`src/rtl/civ_pkg.sv`:
```
package civ_pkg;

    // Default widths of the channel byte fields
    localparam int unsigned CI_W_DEF = 6;
    localparam int unsigned MON_W    = 2;

    // Decoded control flags taken from the low code bits
    localparam int unsigned FLAG_N = 4;
    // flag index -> code bit: 0 off-hook, 1 ring, 2 tone enable, 3 on-hook monitor
    localparam int unsigned FLAG_POS [FLAG_N] = '{0, 1, 2, 3};

    // Outcome of one strobed frame
    typedef enum logic [2:0] {
        DEC_IDLE,    // no strobe this cycle
        DEC_HOLD,    // code equals accepted, nothing pending
        DEC_CANCEL,  // code equals accepted, pending candidate dropped
        DEC_COMMIT,  // code repeats candidate, candidate becomes accepted
        DEC_STAGE    // code differs from both, becomes the candidate
    } civ_dec_e;

endpackage

```
`src/rtl/civ_field_split.sv`:
```
module civ_field_split #(
    parameter int unsigned CI_W  = 6,
    parameter int unsigned MON_W = 2,
    localparam int unsigned BYTE_W = CI_W + MON_W
) (
    input  logic [BYTE_W-1:0] byte_i,
    output logic [CI_W-1:0]   ci_o,
    output logic [MON_W-1:0]  mon_o
);

    // Code occupies the upper field, monitor bits the lower field
    assign ci_o  = byte_i[BYTE_W-1:MON_W];
    assign mon_o = byte_i[MON_W-1:0];

endmodule

```
`src/rtl/civ_commit_core.sv`:
```
module civ_commit_core
    import civ_pkg::*;
#(
    parameter int unsigned CI_W  = 6,
    parameter int unsigned MON_W = 2
) (
    input  logic             clk,
    input  logic             rst_n,
    input  logic             stb_i,
    input  logic [CI_W-1:0]  ci_i,
    input  logic [MON_W-1:0] mon_i,
    output logic [CI_W-1:0]  acc_o,
    output logic             chg_o,
    output logic [MON_W-1:0] mon_o
);

    typedef struct packed {
        logic [CI_W-1:0]  prim;   // accepted code
        logic [CI_W-1:0]  cand;   // candidate awaiting confirmation
        logic             pend;   // candidate valid
        logic             chg;    // commit pulse
        logic [MON_W-1:0] mon;    // monitor bits, unvalidated
    } civ_state_t;

    civ_state_t st_d, st_q;
    civ_dec_e   dec;

    // Classify the current frame against both registers
    always_comb begin
        dec = DEC_IDLE;
        if (stb_i) begin
            if (ci_i == st_q.prim) begin
                dec = st_q.pend ? DEC_CANCEL : DEC_HOLD;
            end else if (st_q.pend && (ci_i == st_q.cand)) begin
                dec = DEC_COMMIT;
            end else begin
                dec = DEC_STAGE;
            end
        end
    end

    // Next-state computation
    always_comb begin
        st_d     = st_q;
        st_d.chg = 1'b0;
        if (stb_i) begin
            st_d.mon = mon_i;
        end
        case (dec)
            DEC_HOLD,
            DEC_CANCEL: begin
                st_d.pend = 1'b0;
            end
            DEC_COMMIT: begin
                st_d.prim = st_q.cand;
                st_d.pend = 1'b0;
                st_d.chg  = 1'b1;
            end
            DEC_STAGE: begin
                st_d.cand = ci_i;
                st_d.pend = 1'b1;
            end
            default: begin
            end
        endcase
    end

    always_ff @(posedge clk) begin
        if (!rst_n) begin
            st_q <= '0;
        end else begin
            st_q <= st_d;
        end
    end

    assign acc_o = st_q.prim;
    assign chg_o = st_q.chg;
    assign mon_o = st_q.mon;

endmodule

```
`src/rtl/civ_flag_decode.sv`:
```
module civ_flag_decode
    import civ_pkg::*;
(
    input  logic [FLAG_N-1:0] low_code_i,
    output logic [FLAG_N-1:0] flags_o
);

    for (genvar gi = 0; gi < FLAG_N; gi++) begin : g_flag
        assign flags_o[gi] = low_code_i[FLAG_POS[gi]];
    end

endmodule

```
`src/rtl/ci_change_validator.sv`:
```
module ci_change_validator
    import civ_pkg::*;
#(
    parameter int unsigned CI_W = CI_W_DEF,
    localparam int unsigned BYTE_W = CI_W + MON_W
) (
    input  logic              clk,
    input  logic              rst_n,
    input  logic              frame_stb,
    input  logic [BYTE_W-1:0] chan_byte,
    output logic [CI_W-1:0]   ci_accepted,
    output logic              flag_onhook_mon,
    output logic              flag_tone_en,
    output logic              flag_ring,
    output logic              flag_offhook,
    output logic              ci_changed,
    output logic              mon_mr,
    output logic              mon_mx
);

    logic [CI_W-1:0]   rx_ci;
    logic [MON_W-1:0]  rx_mon;
    logic [MON_W-1:0]  mon_q;
    logic [FLAG_N-1:0] flags;

    civ_field_split #(
        .CI_W  (CI_W),
        .MON_W (MON_W)
    ) split_i (
        .byte_i (chan_byte),
        .ci_o   (rx_ci),
        .mon_o  (rx_mon)
    );

    civ_commit_core #(
        .CI_W  (CI_W),
        .MON_W (MON_W)
    ) core_i (
        .clk   (clk),
        .rst_n (rst_n),
        .stb_i (frame_stb),
        .ci_i  (rx_ci),
        .mon_i (rx_mon),
        .acc_o (ci_accepted),
        .chg_o (ci_changed),
        .mon_o (mon_q)
    );

    civ_flag_decode flags_i (
        .low_code_i (ci_accepted[FLAG_N-1:0]),
        .flags_o    (flags)
    );

    assign flag_offhook    = flags[0];
    assign flag_ring       = flags[1];
    assign flag_tone_en    = flags[2];
    assign flag_onhook_mon = flags[3];
    assign mon_mr          = mon_q[1];
    assign mon_mx          = mon_q[0];

endmodule

```
`config.mk`:
```
export PLATFORM = sky130hd
export DESIGN_NAME = ci_change_validator
export DESIGN_NICKNAME = d
export VERILOG_FILES = /design/src/rtl/civ_pkg.sv /design/src/rtl/civ_field_split.sv /design/src/rtl/civ_commit_core.sv /design/src/rtl/civ_flag_decode.sv /design/src/rtl/ci_change_validator.sv
export SDC_FILE = /design/constraint.sdc
export NUM_CORES = 1
export LEC_CHECK = 0
export BUFFER_PORTS_ARGS = -buffer_cell sky130_fd_sc_hd__buf_2
export CORE_MARGIN = 5
export CORE_UTILIZATION = 45
export CTS_BUF_LIST = sky130_fd_sc_hd__clkbuf_16
export DETAILED_ROUTE_END_ITERATION = 7
export GPL_ROUTABILITY_DRIVEN = 0
export PLACE_DENSITY = 0.83
export SYNTH_ARGS = -nofsm -noshare
export SYNTH_HDL_FRONTEND = slang
export SYNTH_HIERARCHICAL = 1
export SYNTH_SLANG_ARGS = --single-unit
export TNS_END_PERCENT = 10
```
`constraint.sdc`:
```
create_clock -name clk -period 1.3 [get_ports clk]
set_input_delay 0.065 -clock clk [delete_from_list [all_inputs] [get_ports clk]]
set_output_delay 0.065 -clock clk [all_outputs]
set_load 0.005 [all_outputs]
```
# Word level (Yosys, flattened, before mapping)

Index checks and enable logic that the tools add are counted.

Output and inout port bits: 13
Flip-flop bits (word level): 16
Logic and storage cells: 20

Equal/unequal tests: 6
Reductions and logical operators: 3
Muxes and demuxes: 6

Operators by type and width:

| operator                                             | count |
|---|---|
| equality test 6 bit                                  | 2 |
| two-way mux 3 bit                                    | 3 |
| equality test 3 x 2 -> 1 bit (second input constant) | 2 |
| equality test 3 x 1 -> 1 bit (second input constant) | 1 |
| equality test 3 bit (second input constant)          | 1 |
| OR reduction 3 bit                                   | 1 |
| two-way mux 2 bit                                    | 1 |
| one-hot mux 1 bit (2 select lines)                   | 1 |
| nonzero test 2 bit                                   | 1 |
| logical AND 1 bit                                    | 1 |
| two-way mux 1 bit                                    | 1 |

# Logic depth before layout (Yosys ltp)

Gate-level depths: netlist (run 1).

Word-level depth: 8
Gate-level depth with buffers: 7
Mapped depth without buffers: 5

# Cells and area by module

Netlist (run 1), hierarchy kept.

By module, submodules not included:

| module          | cells each | area an instance (µm²) | seq. area each (µm²) | times used |
|---|---|---|---|---|
| civ_commit_core | 83         | 799.5                  | 320.3                | 1 |
| civ_field_split | 8          | 60.1                   | 0.0                  | 1 |
| civ_flag_decode | 4          | 30.0                   | 0.0                  | 1 |

# Worst setup path before layout (run 1)

Ideal clock, no wire load.

Path kind: register -> register
Start point: register core_i.st_q, in the netlist core_i/acc_o[3]
End point: register core_i.st_q, in the netlist core_i/acc_o[0]
Cell stages (with the launch flop): 7
Setup time: 0.072 ns
Period minus slack after synthesis: 1.343 ns
Arrival time: 1.271 ns
Required time: 1.228 ns
Slack: -0.043 ns
Cell sequence: dfxtp_1 xnor2_1 nand4_1 o31ai_4 nand2b_1 buf_6 mux2i_1

Cells in the longest elaborated chain, start to end: 4

RTL lines:

| item                         | RTL line              | RTL |
|---|---|---|
| from (decl)                  | civ_commit_core.sv:25 | `civ_state_t st_d, st_q;` |
| from (signal assigned)       | civ_commit_core.sv:72 | `st_q <= st_d;` |
| equality test 6 bit          | civ_commit_core.sv:32 | `if (ci_i == st_q.prim) begin` |
| two-way mux 3 bit            | civ_commit_core.sv:32 |  |
| two-way mux 3 bit            | civ_commit_core.sv:31 | `if (stb_i) begin` |
| equality test 3 x 2 -> 1 bit | civ_commit_core.sv:49 | `case (dec)` |

Every way passes these cells.
A chain may end at the register's enable or synchronous reset.

# Worst setup path in the final report (run 1)

Start point: register core_i.st_q, in the netlist core_i/acc_o[3]
End point: register core_i.st_q, in the netlist core_i/acc_o[5]

The elaborated chain is that of the path after synthesis.

==> summary.md, run 1 <==
| Metric | Value |
|---|---|
| F_max | `667 MHz` |
| Syn Area/Cell | `9.36 um^2` |
| Root Buffer | `clkbuf_16` |
| Syn. warnings | `6` |
| Inst Count DP | `130` |
| Vias | `615` |
| Diodes inserted | `0` |
| WL final | `1.88 mm` |
| CTS buffer count | `3` |
| Number of global-route vias before repair | `695` |
| Die area | `2970 um^2` |
| Crit share post-route | `115%` |
| Vias per inst | `4.59` |
| CTS Sinks | `16` |
| Max-cap violations | `0` |
| Synth Cell Area | `890 um^2` |
| Final WS setup | `-0.200 ns` |
| Starting Density | `46.3%` |
| VDD IR max | `0.000658 V` |
| Violations in the final reports | `negative setup slack` |
| CP endpoint kind | `register` |
| Area of the multi-input gates | `459 um^2` |
| Slew Viols, Final | `0` |
| Worst Path Class, Setup | `register to register` |
| Setup crit start kind | `register` |
| Number of synthesized register bits | `16` |
| IO Port Bufs | `23` |
| Peak fanout along the critical path | `5` |
| Power Total | `1.25 mW` |
| Hold WC Path Type | `primary input to register` |
| Pre-antenna DRT Iters | `4` |
| Syn Nets | `106` |
| Final setup viols | `14` |
| Minimum clock period | `1.50 ns` |
| Register area | `327 um^2` |
| Max-slew headroom | `74.0%` |
| Crit path required time | `1.46 ns` |
| Status | `finished, violations left` |
| Final #Nets | `119` |
| Post-Layout Cell Count | `134` |
| CTS tree | `done` |
| CTS Hold Buffers Added | `0` |
| Skew final | `0.00184 ns` |
| GR Util All Layers | `14.2%` |
| Antenna-violating nets left | `0` |
| Die Y-Extent | `54.5 um` |
| First-pass GRT wire length | `2.93 mm` |
| Grt ovf | `0` |
| DP Area | `930 um^2` |
| Clk buf depth | `2` |
| Hold depth | `3` |
| DR WL/cell | `14.0 um` |
| Layout cells sized above 1 | `43.9%` |
| Post-synthesis cell count | `95` |
| Worst-path clk slew | `0.05 ns` |
| Fin. Hold Viols | `0` |
| Initial antenna violation count | `0` |
| Commonest cells after routing, fill and taps aside | `buf_2, nand2_1, mux2i_1, dfxtp_1, buf_4` |
| DRC | `0` |
| Pin count of the biggest net entering global routing | `20` |
| H-tree levels | `1` |
| Hold Slack | `0.0666 ns` |
| Tightest Pin Transition | `0.387 ns` |
| Reg2Reg Depth | `6` |
| Dpl ws | `-0.220 ns` |
| Num rows | `16` |
| Initial DRC count | `11` |
| I/O pin cnt | `24` |
| Seq/Total Area, Yosys | `36.0%` |
| Fillers | `179` |
| Layout area overhead | `21.5%` |
| Die width | `54.5 um` |
| Yosys cell types | `17` |
| Finished Cell Area | `1080 um^2` |
| Unrepaired setup endpoints after global routing | `yes` |
| PwrDens | `1160 nW/um^2` |
| Total leakage power | `0.534 nW` |
| Insertion delay to the later sink of the worst-skew pair | `0.24 ns` |
| Detailed-placement wirelength estimate | `1.25 mm` |
| WP data arrival | `1.66 ns` |
| Core area | `1920 um^2` |
| Most common cell after layout, fill and taps aside | `buf_2` |
## where the power goes
group | switching, mW | internal, mW
sequential | 0.0103 | 0.508
clock | 0.186 | 0.408
combinational | 0.0745 | 0.0628
## registers in the layout, summed over array words and instances (netlist names)
name / cells
core_i/chg_o: 1
core_i/acc_o: 6
core_i/st_q: 7
core_i/mon_o: 2
## cell families (layout without fill, tap and decap cells)
| logic type | after synthesis | after routing | share of synthesized area [%] |
|---|---|---|---|
| AND/OR/NAND/NOR | 27 | 27 | 13.8 |
| multiplexers | 14 | 14 | 15.8 |
| XOR/XNOR | 12 | 12 | 11.8 |
| AO/OA/AOI/OAI | 2 | 2 | 3.24 |
| buffers and inverters | 24 | 36 | 19.4 |
| flip-flops | 16 | 16 | 36.0 |
## cells in the mapped netlist (all sizes together)
master	number	share of area [%]
o31ai	1	2.4
mux2i	14	16
buf	21	18
xnor2	7	6.9
nor2	5	2.4
xor2	5	4.9
nand2	17	7.2
o21a	1	0.84
nand2b	1	0.70
nand4	2	1.4
nor2b	1	0.70
clkbuf	2	0.84
nor4	1	1.4
inv	1	0.42
dfxtp	16	36
## repair_timing
item	4_1_cts	5_1_grt
buffers inserted	0	0
endpoints found under the setup margin	14	14
gates resized for setup	6	8
pin swaps	3	3
## per-stage QoR
stage | TNS [ns] | util [%]
2_1_floorplan | -0.257 | -
3_3_place_gp | -1.40 | 48.4
3_5_place_dp | -2.02 | 48.4
4_1_cts | -1.72 | 54.2
5_1_grt | -2.84 | 56.3
6_report | -1.80 | 56.3
## cell type report
class	instances	share of cell area, %
Tap cell	27	3.12
Sequential cell	16	30.2
Multi-Input combinational cell	55	42.5
Clock buffer	3	6.94
Inverter	1	0.347
Timing Repair Buffer	31	16.6
Clock inverter	1	0.347
## layer usage
layer,global-route usage (%),routed length [um]
met1,14.9,787
met5,0,0
met3,2.72,71
met4,9.54,22
met2,25.5,995
## final timing paths
kind              startpoint         endpoint  slack (ns)
max          core_i/acc_o[3]  core_i/acc_o[5]       -0.20
min             chan_byte[1]  core_i/mon_o[1]        0.07
max reg2reg  core_i/acc_o[3]  core_i/acc_o[5]       -0.20
min reg2reg  core_i/mon_o[1]  core_i/mon_o[1]        0.49
## critical path, stage by stage, from the launching register on
cell      delay [ns]
dfxtp_2         0.33
xnor2_2         0.16
nand4_1         0.17
o31ai_4         0.22
nand2b_4        0.17
buf_6           0.13
mux2i_2         0.22
(Power assumes the default switching activity.)
==> inputs of run 2 (changes only) <==
- CORE_UTILIZATION: 45 -> 44
- REMOVE_ABC_BUFFERS: not set -> 1
- SYNTH_HIERARCHICAL: 1 -> not set
==> run 2 against run 1 <==
Net effect:
- area after synthesis shrank 10%
- count of clock-buffer cells in the layout did not move
- maximum frequency decreased by 3.4%
- global-route usage is 1.3 points lower
- combinational power down 18%
- cell count down 1.5%
- sequential cell count unchanged
- sequential power up 0.8%
- first-iteration DRC count decreased by 27%
- clock skew barely moved
- largest cell class unchanged
- highest routed layer unchanged
- wire length is 13% lower
- the run still ends with negative setup slack left
==> summary.md, run 2 <==
| Metric | Value |
|---|---|
| Status | `finished, violations left` |
| Violations in the final reports | `negative setup slack` |
| VDD IR max | `0.000513 V` |
| Yosys cell types | `16` |
| Largest Register | `core_i.st_q` |
| Fillers | `152` |
| Final setup viols | `14` |
| CTS Hold Buffers Added | `0` |
| Setup crit start kind | `register` |
| CTS buffer count | `3` |
| Post-Layout Cell Count | `132` |
| Layout area overhead | `28.4%` |
| Post-synthesis cell count | `82` |
| Minimum clock period | `1.55 ns` |
| Adder-Cell Fraction of Synth Area | `0%` |
| WP data arrival | `1.68 ns` |
| PwrDens | `1170 nW/um^2` |
| Unrepaired setup endpoints after global routing | `yes` |
| CP delay by family, top | `simple AND/OR/NAND/NOR gates` |
| Antenna-violating nets left | `0` |
| CP endpoint kind | `register` |
| Crit share post-route | `119%` |
| Syn Area/Cell | `9.73 um^2` |
| Initial DRC count | `8` |
| DR WL/cell | `12.4 um` |
| Seq/Total Area, Yosys | `40.1%` |
| Synth Cell Area | `798 um^2` |
| Root Buffer | `clkbuf_16` |
| Initial antenna violation count | `0` |
| Total leakage power | `0.539 nW` |
| Inst Count DP | `129` |
| First-pass GRT wire length | `2.64 mm` |
| Buf/Inv on CP | `0` |
| Max-slew headroom | `77.3%` |
| Insertion delay to the later sink of the worst-skew pair | `0.24 ns` |
| Critical Path Source | `core_i.acc_o[4]` |
| DRC | `0` |
| Worst-path clk slew | `0.05 ns` |
| Area contributors post-synth | `dfxtp_1, mux2i_1, nand2_1` |
| Cells along the critical path | `xor2_1, nor4_2, nand3_2, and3b_2, o21a_1` |
| Max-cap violations | `0` |
| Skew final | `0.00139 ns` |
| Most common cell after layout, fill and taps aside | `buf_2` |
| Final WS setup | `-0.252 ns` |
| GR Util All Layers | `13.0%` |
| Post-synthesis xor/xnor area fraction | `13.2%` |
| Hold_sp | `chan_byte[0]` |
| Clk buf depth | `2` |
| Tightest Pin Transition | `0.341 ns` |
| Detailed-placement wirelength estimate | `1.23 mm` |
| CTS Sinks | `16` |
| Ys flop type | `dfxtp_1` |
| Vias | `640` |
| Die area | `2770 um^2` |
| Die width | `52.6 um` |
| Worst Path Class, Setup | `register to register` |
| Post-synth top cells | `nand2_1, dfxtp_1, mux2i_1` |
| Post-Synth Simple-Gate Area | `16.6%` |
| IO Port Bufs | `23` |
| Slowest cell on crit path | `and3b_2` |
| Grt ovf | `0` |
| Synth area leader | `dfxtp_1` |
| Peak fanout along the critical path | `7` |
| Max stage delay on crit path | `0.33 ns` |
| Vias per inst | `4.85` |
| Top cell type's share of synthesized area | `40.1%` |
| Pin count of the biggest net entering global routing | `21` |
| Count leader, synth | `nand2_1` |
| I/O pin cnt | `24` |
| Hold WC Path Type | `primary input to register` |
| Number of synthesized register bits | `16` |
| Final #Nets | `120` |
| Max reg flops | `7` |
| Share of synthesized registers carrying an async set or reset | `0%` |
| Slew Viols, Final | `0` |
| Diodes inserted | `0` |
| Die Y-Extent | `52.6 um` |
| Pre-antenna DRT Iters | `4` |
| Fin. Hold Viols | `0` |
| H-tree levels | `1` |
| Crit path required time | `1.43 ns` |
| Starting Density | `46.2%` |
| Syn. warnings | `0` |
| CTS tree | `done` |
| Post-synthesis mux area share | `17.6%` |
| Core area | `1730 um^2` |
| Commonest cells after routing, fill and taps aside | `buf_2, nand2_1, mux2i_1` |
| Num rows | `15` |
| Hold Slack | `0.0705 ns` |
| WL final | `1.64 mm` |
| Number of global-route vias before repair | `617` |
| Largest family of logic cells by synthesized area | `multiplexers` |
| Reg2reg start | `core_i.acc_o[4]` |
| EDFF count, synth | `0` |
| Fraction of the mapped netlist area in compound gates | `3.61%` |
| F_max | `644 MHz` |
| Layout cells sized above 1 | `39.3%` |
## run 2: final timing paths
kind / end / slack [ns] / depth (start not counted)
max: core_i.st_q[3] / -0.25 / 5
min: core_i.mon_o[0] / 0.07 / 3
max reg2reg: core_i.st_q[3] / -0.25 / 5
min reg2reg: core_i.mon_o[1] / 0.49 / 2
## run 2: tightest hold or removal path, cell delays in order
cell     delay (ns)
buf_2          0.07
mux2i_1        0.06
nor2_1         0.08
## run 2: timing repair
item                                    4_1_cts  5_1_grt
gates resized for setup                       3        2
setup buffers                                 0        0
pin swaps                                     2        1
endpoints found under the setup margin       14       14
## run 2: per-layer routing
| metal | vias up | global-route usage (%) | routed length [um] |
|---|---|---|---|
| met3 | 2 | 2.85 | 109 |
| met4 | 0 | 5.11 | 17 |
| li1 | 316 | - | - |
| met5 | - | 0 | 0 |
| met2 | 23 | 22.7 | 809 |
| met1 | 299 | 15.1 | 701 |
## run 2: where the power goes
group	leakage (nW)	internal, mW	switching [mW]
clock network	0.0370	0.401	0.164
registers	0.132	0.510	0.0113
logic	0.370	0.0504	0.0621
## run 2: layout make-up
type                            instances  area (um^2)  area share (%)
Clock buffer                            3         75.1            7.33
Inverter                                2         7.51           0.733
Multi-Input combinational cell         55          408            39.8
Sequential cell                        16          324            31.6
Tap cell                               25         31.3            3.05
Timing Repair Buffer                   31          179            17.5
## run 2: cells by family (layout without fill, tap and decap cells)
family                 Yosys count  in the layout
buffers and inverters           11             36
flip-flops                      16             16
AO/OA/AOI/OAI                    2              2
multiplexers                    14             14
XOR/XNOR                        12             12
AND/OR/NAND/NOR                 27             27
## run 2: stage by stage
stage          area, um^2  utilization [%]  power [mW]  setup TNS (ns)  worst slack (ns)
2_1_floorplan         734                -       0.592           -1.99            -0.198
3_3_place_gp          941             54.5       0.637           -2.36            -0.232
3_5_place_dp          941             54.5       0.641           -2.81            -0.274
4_1_cts              1020             59.2        1.21           -3.21            -0.280
5_1_grt              1020             59.3        1.25           -3.88            -0.317
6_report             1020             59.3        1.20           -2.83            -0.252
==> inputs of run 3 (changes only) <==
- CORE_UTILIZATION: 44 -> 50
- PLACE_DENSITY: 0.83 -> 0.88
- clock period: 1.3 -> 1.94 ns (I/O delays scaled with it)
==> run 3 against run 2 <==
Net effect:
- the run now ends clean
- via count is 5.9% lower
- sequential share of layout area is 2.3 points higher
- global-route usage is 0.70 points higher
- clock skew hardly changed
- cell count is 13% lower
- clock power is 31% lower
- die area is 9.8% lower
- largest power group unchanged
- highest routed layer unchanged
- register-to-register slack better by 0.46 ns
- hold slack better by 0.015 ns
- non-clock buffer count is 8 lower
==> summary.md, run 3 (synthesized netlist as in run 2, its figures left out) <==
| Metric | Value |
|---|---|
| Met2 wire len | `820 um` |
| Largest Register | `core_i.st_q` |
| Setup crit start kind | `register` |
| Switch Pwr | `170 uW` |
| Slew Viols, Final | `0` |
| DR WL/cell | `14.2 um` |
| Grt ovf | `0` |
| CTS Sinks | `16` |
| CTS Hold Buffers Added | `0` |
| Pre-antenna DRT Iters | `4` |
| Antenna-violating nets left | `0` |
| Most common cell after layout, fill and taps aside | `buf_2` |
| Number of global-route vias before repair | `573` |
| Cells along the critical path | `xnor2_1, nand4_1, nor4_2, and3b_1, o21a_1` |
| Final #Nets | `112` |
| Power Total | `815 uW` |
| Minimum clock period | `1.73 ns` |
| Total leakage power | `0.495 nW` |
| Worst-path clk slew | `0.05 ns` |
| Num rows | `14` |
| Sequential share of power | `42.9%` |
| VDD IR max | `0.000677 V` |
| Post-Layout Cell Count | `115` |
| CP endpoint kind | `register` |
| Initial DRC count | `5` |
| Layout area overhead | `18.3%` |
| WP data arrival | `1.87 ns` |
| Hold depth | `3` |
| Pin count of the biggest net entering global routing | `21` |
| Commonest cells after routing, fill and taps aside | `buf_2, nand2_1, dfxtp_1` |
| Inst Count DP | `112` |
| Core area | `1510 um^2` |
| Initial antenna violation count | `0` |
| Setup_tns | `0 ns` |
| Hold WC Path Type | `primary input to register` |
| Starting Density | `53.0%` |
| Max reg flops | `7` |
| Peak fanout along the critical path | `7` |
| Int Pwr | `645 uW` |
| Vias | `602` |
| Max-slew headroom | `70.1%` |
| GR Util All Layers | `13.7%` |
| PwrDens | `863 nW/um^2` |
| Die width | `50.0 um` |
| Sw Ratio | `20.9%` |
| Fillers | `138` |
| Finished Cell Area | `945 um^2` |
| Met1 Wirelength | `659 um` |
| Detailed-placement wirelength estimate | `1.22 mm` |
| CTS tree | `done` |
| Logic pwr share | `9.3%` |
| Diodes inserted | `0` |
| Vias per inst | `5.23` |
| Worst Path Class, Setup | `register to register` |
| Post-CTS Setup Inserts | `0` |
| Register-to-Register Setup Slack | `0.21 ns` |
| CTS buffer count | `3` |
| Max stage delay on crit path | `0.37 ns` |
| Clock Power Share | `47.9%` |
| Layout cells sized above 1 | `30.3%` |
| Crit path required time | `2.08 ns` |
| DP Area | `870 um^2` |
| First-pass GRT wire length | `2.55 mm` |
| Unrepaired setup endpoints after global routing | `no` |
| DRC | `0` |
| F_max | `577 MHz` |
| Die area | `2500 um^2` |
| IO Port Bufs | `23` |
| Final setup viols | `0` |
| H-tree levels | `1` |
| Die Y-Extent | `50.0 um` |
| Tightest Pin Transition | `0.444 ns` |
| Max-cap violations | `0` |
| I/O pin cnt | `24` |
| WL final | `1.64 mm` |
| Clk buf depth | `2` |
| Slowest cell on crit path | `and3b_1` |
| Reg2Reg Depth | `5` |
| Hold Slack | `0.0855 ns` |
| Status | `complete, no violations` |
| Crit share post-route | `89.3%` |
| Highest routing layer actually used | `met4` |
| Skew final | `0.00102 ns` |
| Insertion delay to the later sink of the worst-skew pair | `0.24 ns` |
| Post-cts sizing count | `0` |
| Met3 WL | `115 um` |
| Root Buffer | `clkbuf_16` |
| Fin. Hold Viols | `0` |
-- run 3: stage by stage --
step	util (%)	worst slack, ns
2_1_floorplan	-	0.442
3_3_place_gp	57.7	0.339
3_5_place_dp	57.7	0.291
4_1_cts	62.7	0.221
5_1_grt	62.7	0.106
6_report	62.7	0.207
-- run 3: final cells by class --
class	instances	area, um^2	share of cell area (%)
Tap cell	16	20.0	2.12
Timing Repair Buffer	23	115	12.2
Inverter	2	7.51	0.795
Clock buffer	3	75.1	7.95
Sequential cell	16	320	33.9
Multi-Input combinational cell	55	407	43.0
-- run 3: worst paths after layout --
path / start / to
worst min-delay path: chan_byte[0] / core_i.mon_o[0]
worst max-delay path: core_i.st_q[4] / core_i.st_q[3]
worst min register to register: core_i.acc_o[5] / core_i.acc_o[5]
worst max register to register: core_i.st_q[4] / core_i.st_q[3]
-- run 3: critical path: cells and delay by family, from the launching register on --
kind,cells,cell delay (ns)
AOI/OAI and AO/OA,1,0.23
DFF,1,0.31
xor gates and xnor gates,1,0.19
and+or+nand+nor,3,0.90
-- run 3: power by group through the flow --
stage	clock [mW]	combinational, mW	sequential [mW]
floorplan	0	0.0423	0.354
global placement	0	0.0719	0.354
detailed placement	0	0.0746	0.355
CTS	0.397	0.0760	0.349
global route	0.415	0.0812	0.350
finish	0.390	0.0754	0.349
-- run 3: routing by layer --
layer	track usage, %	up-vias
met5	0	-
met4	9.61	0
li1	-	296
met3	4.52	4
met1	14.7	277
met2	22.0	25
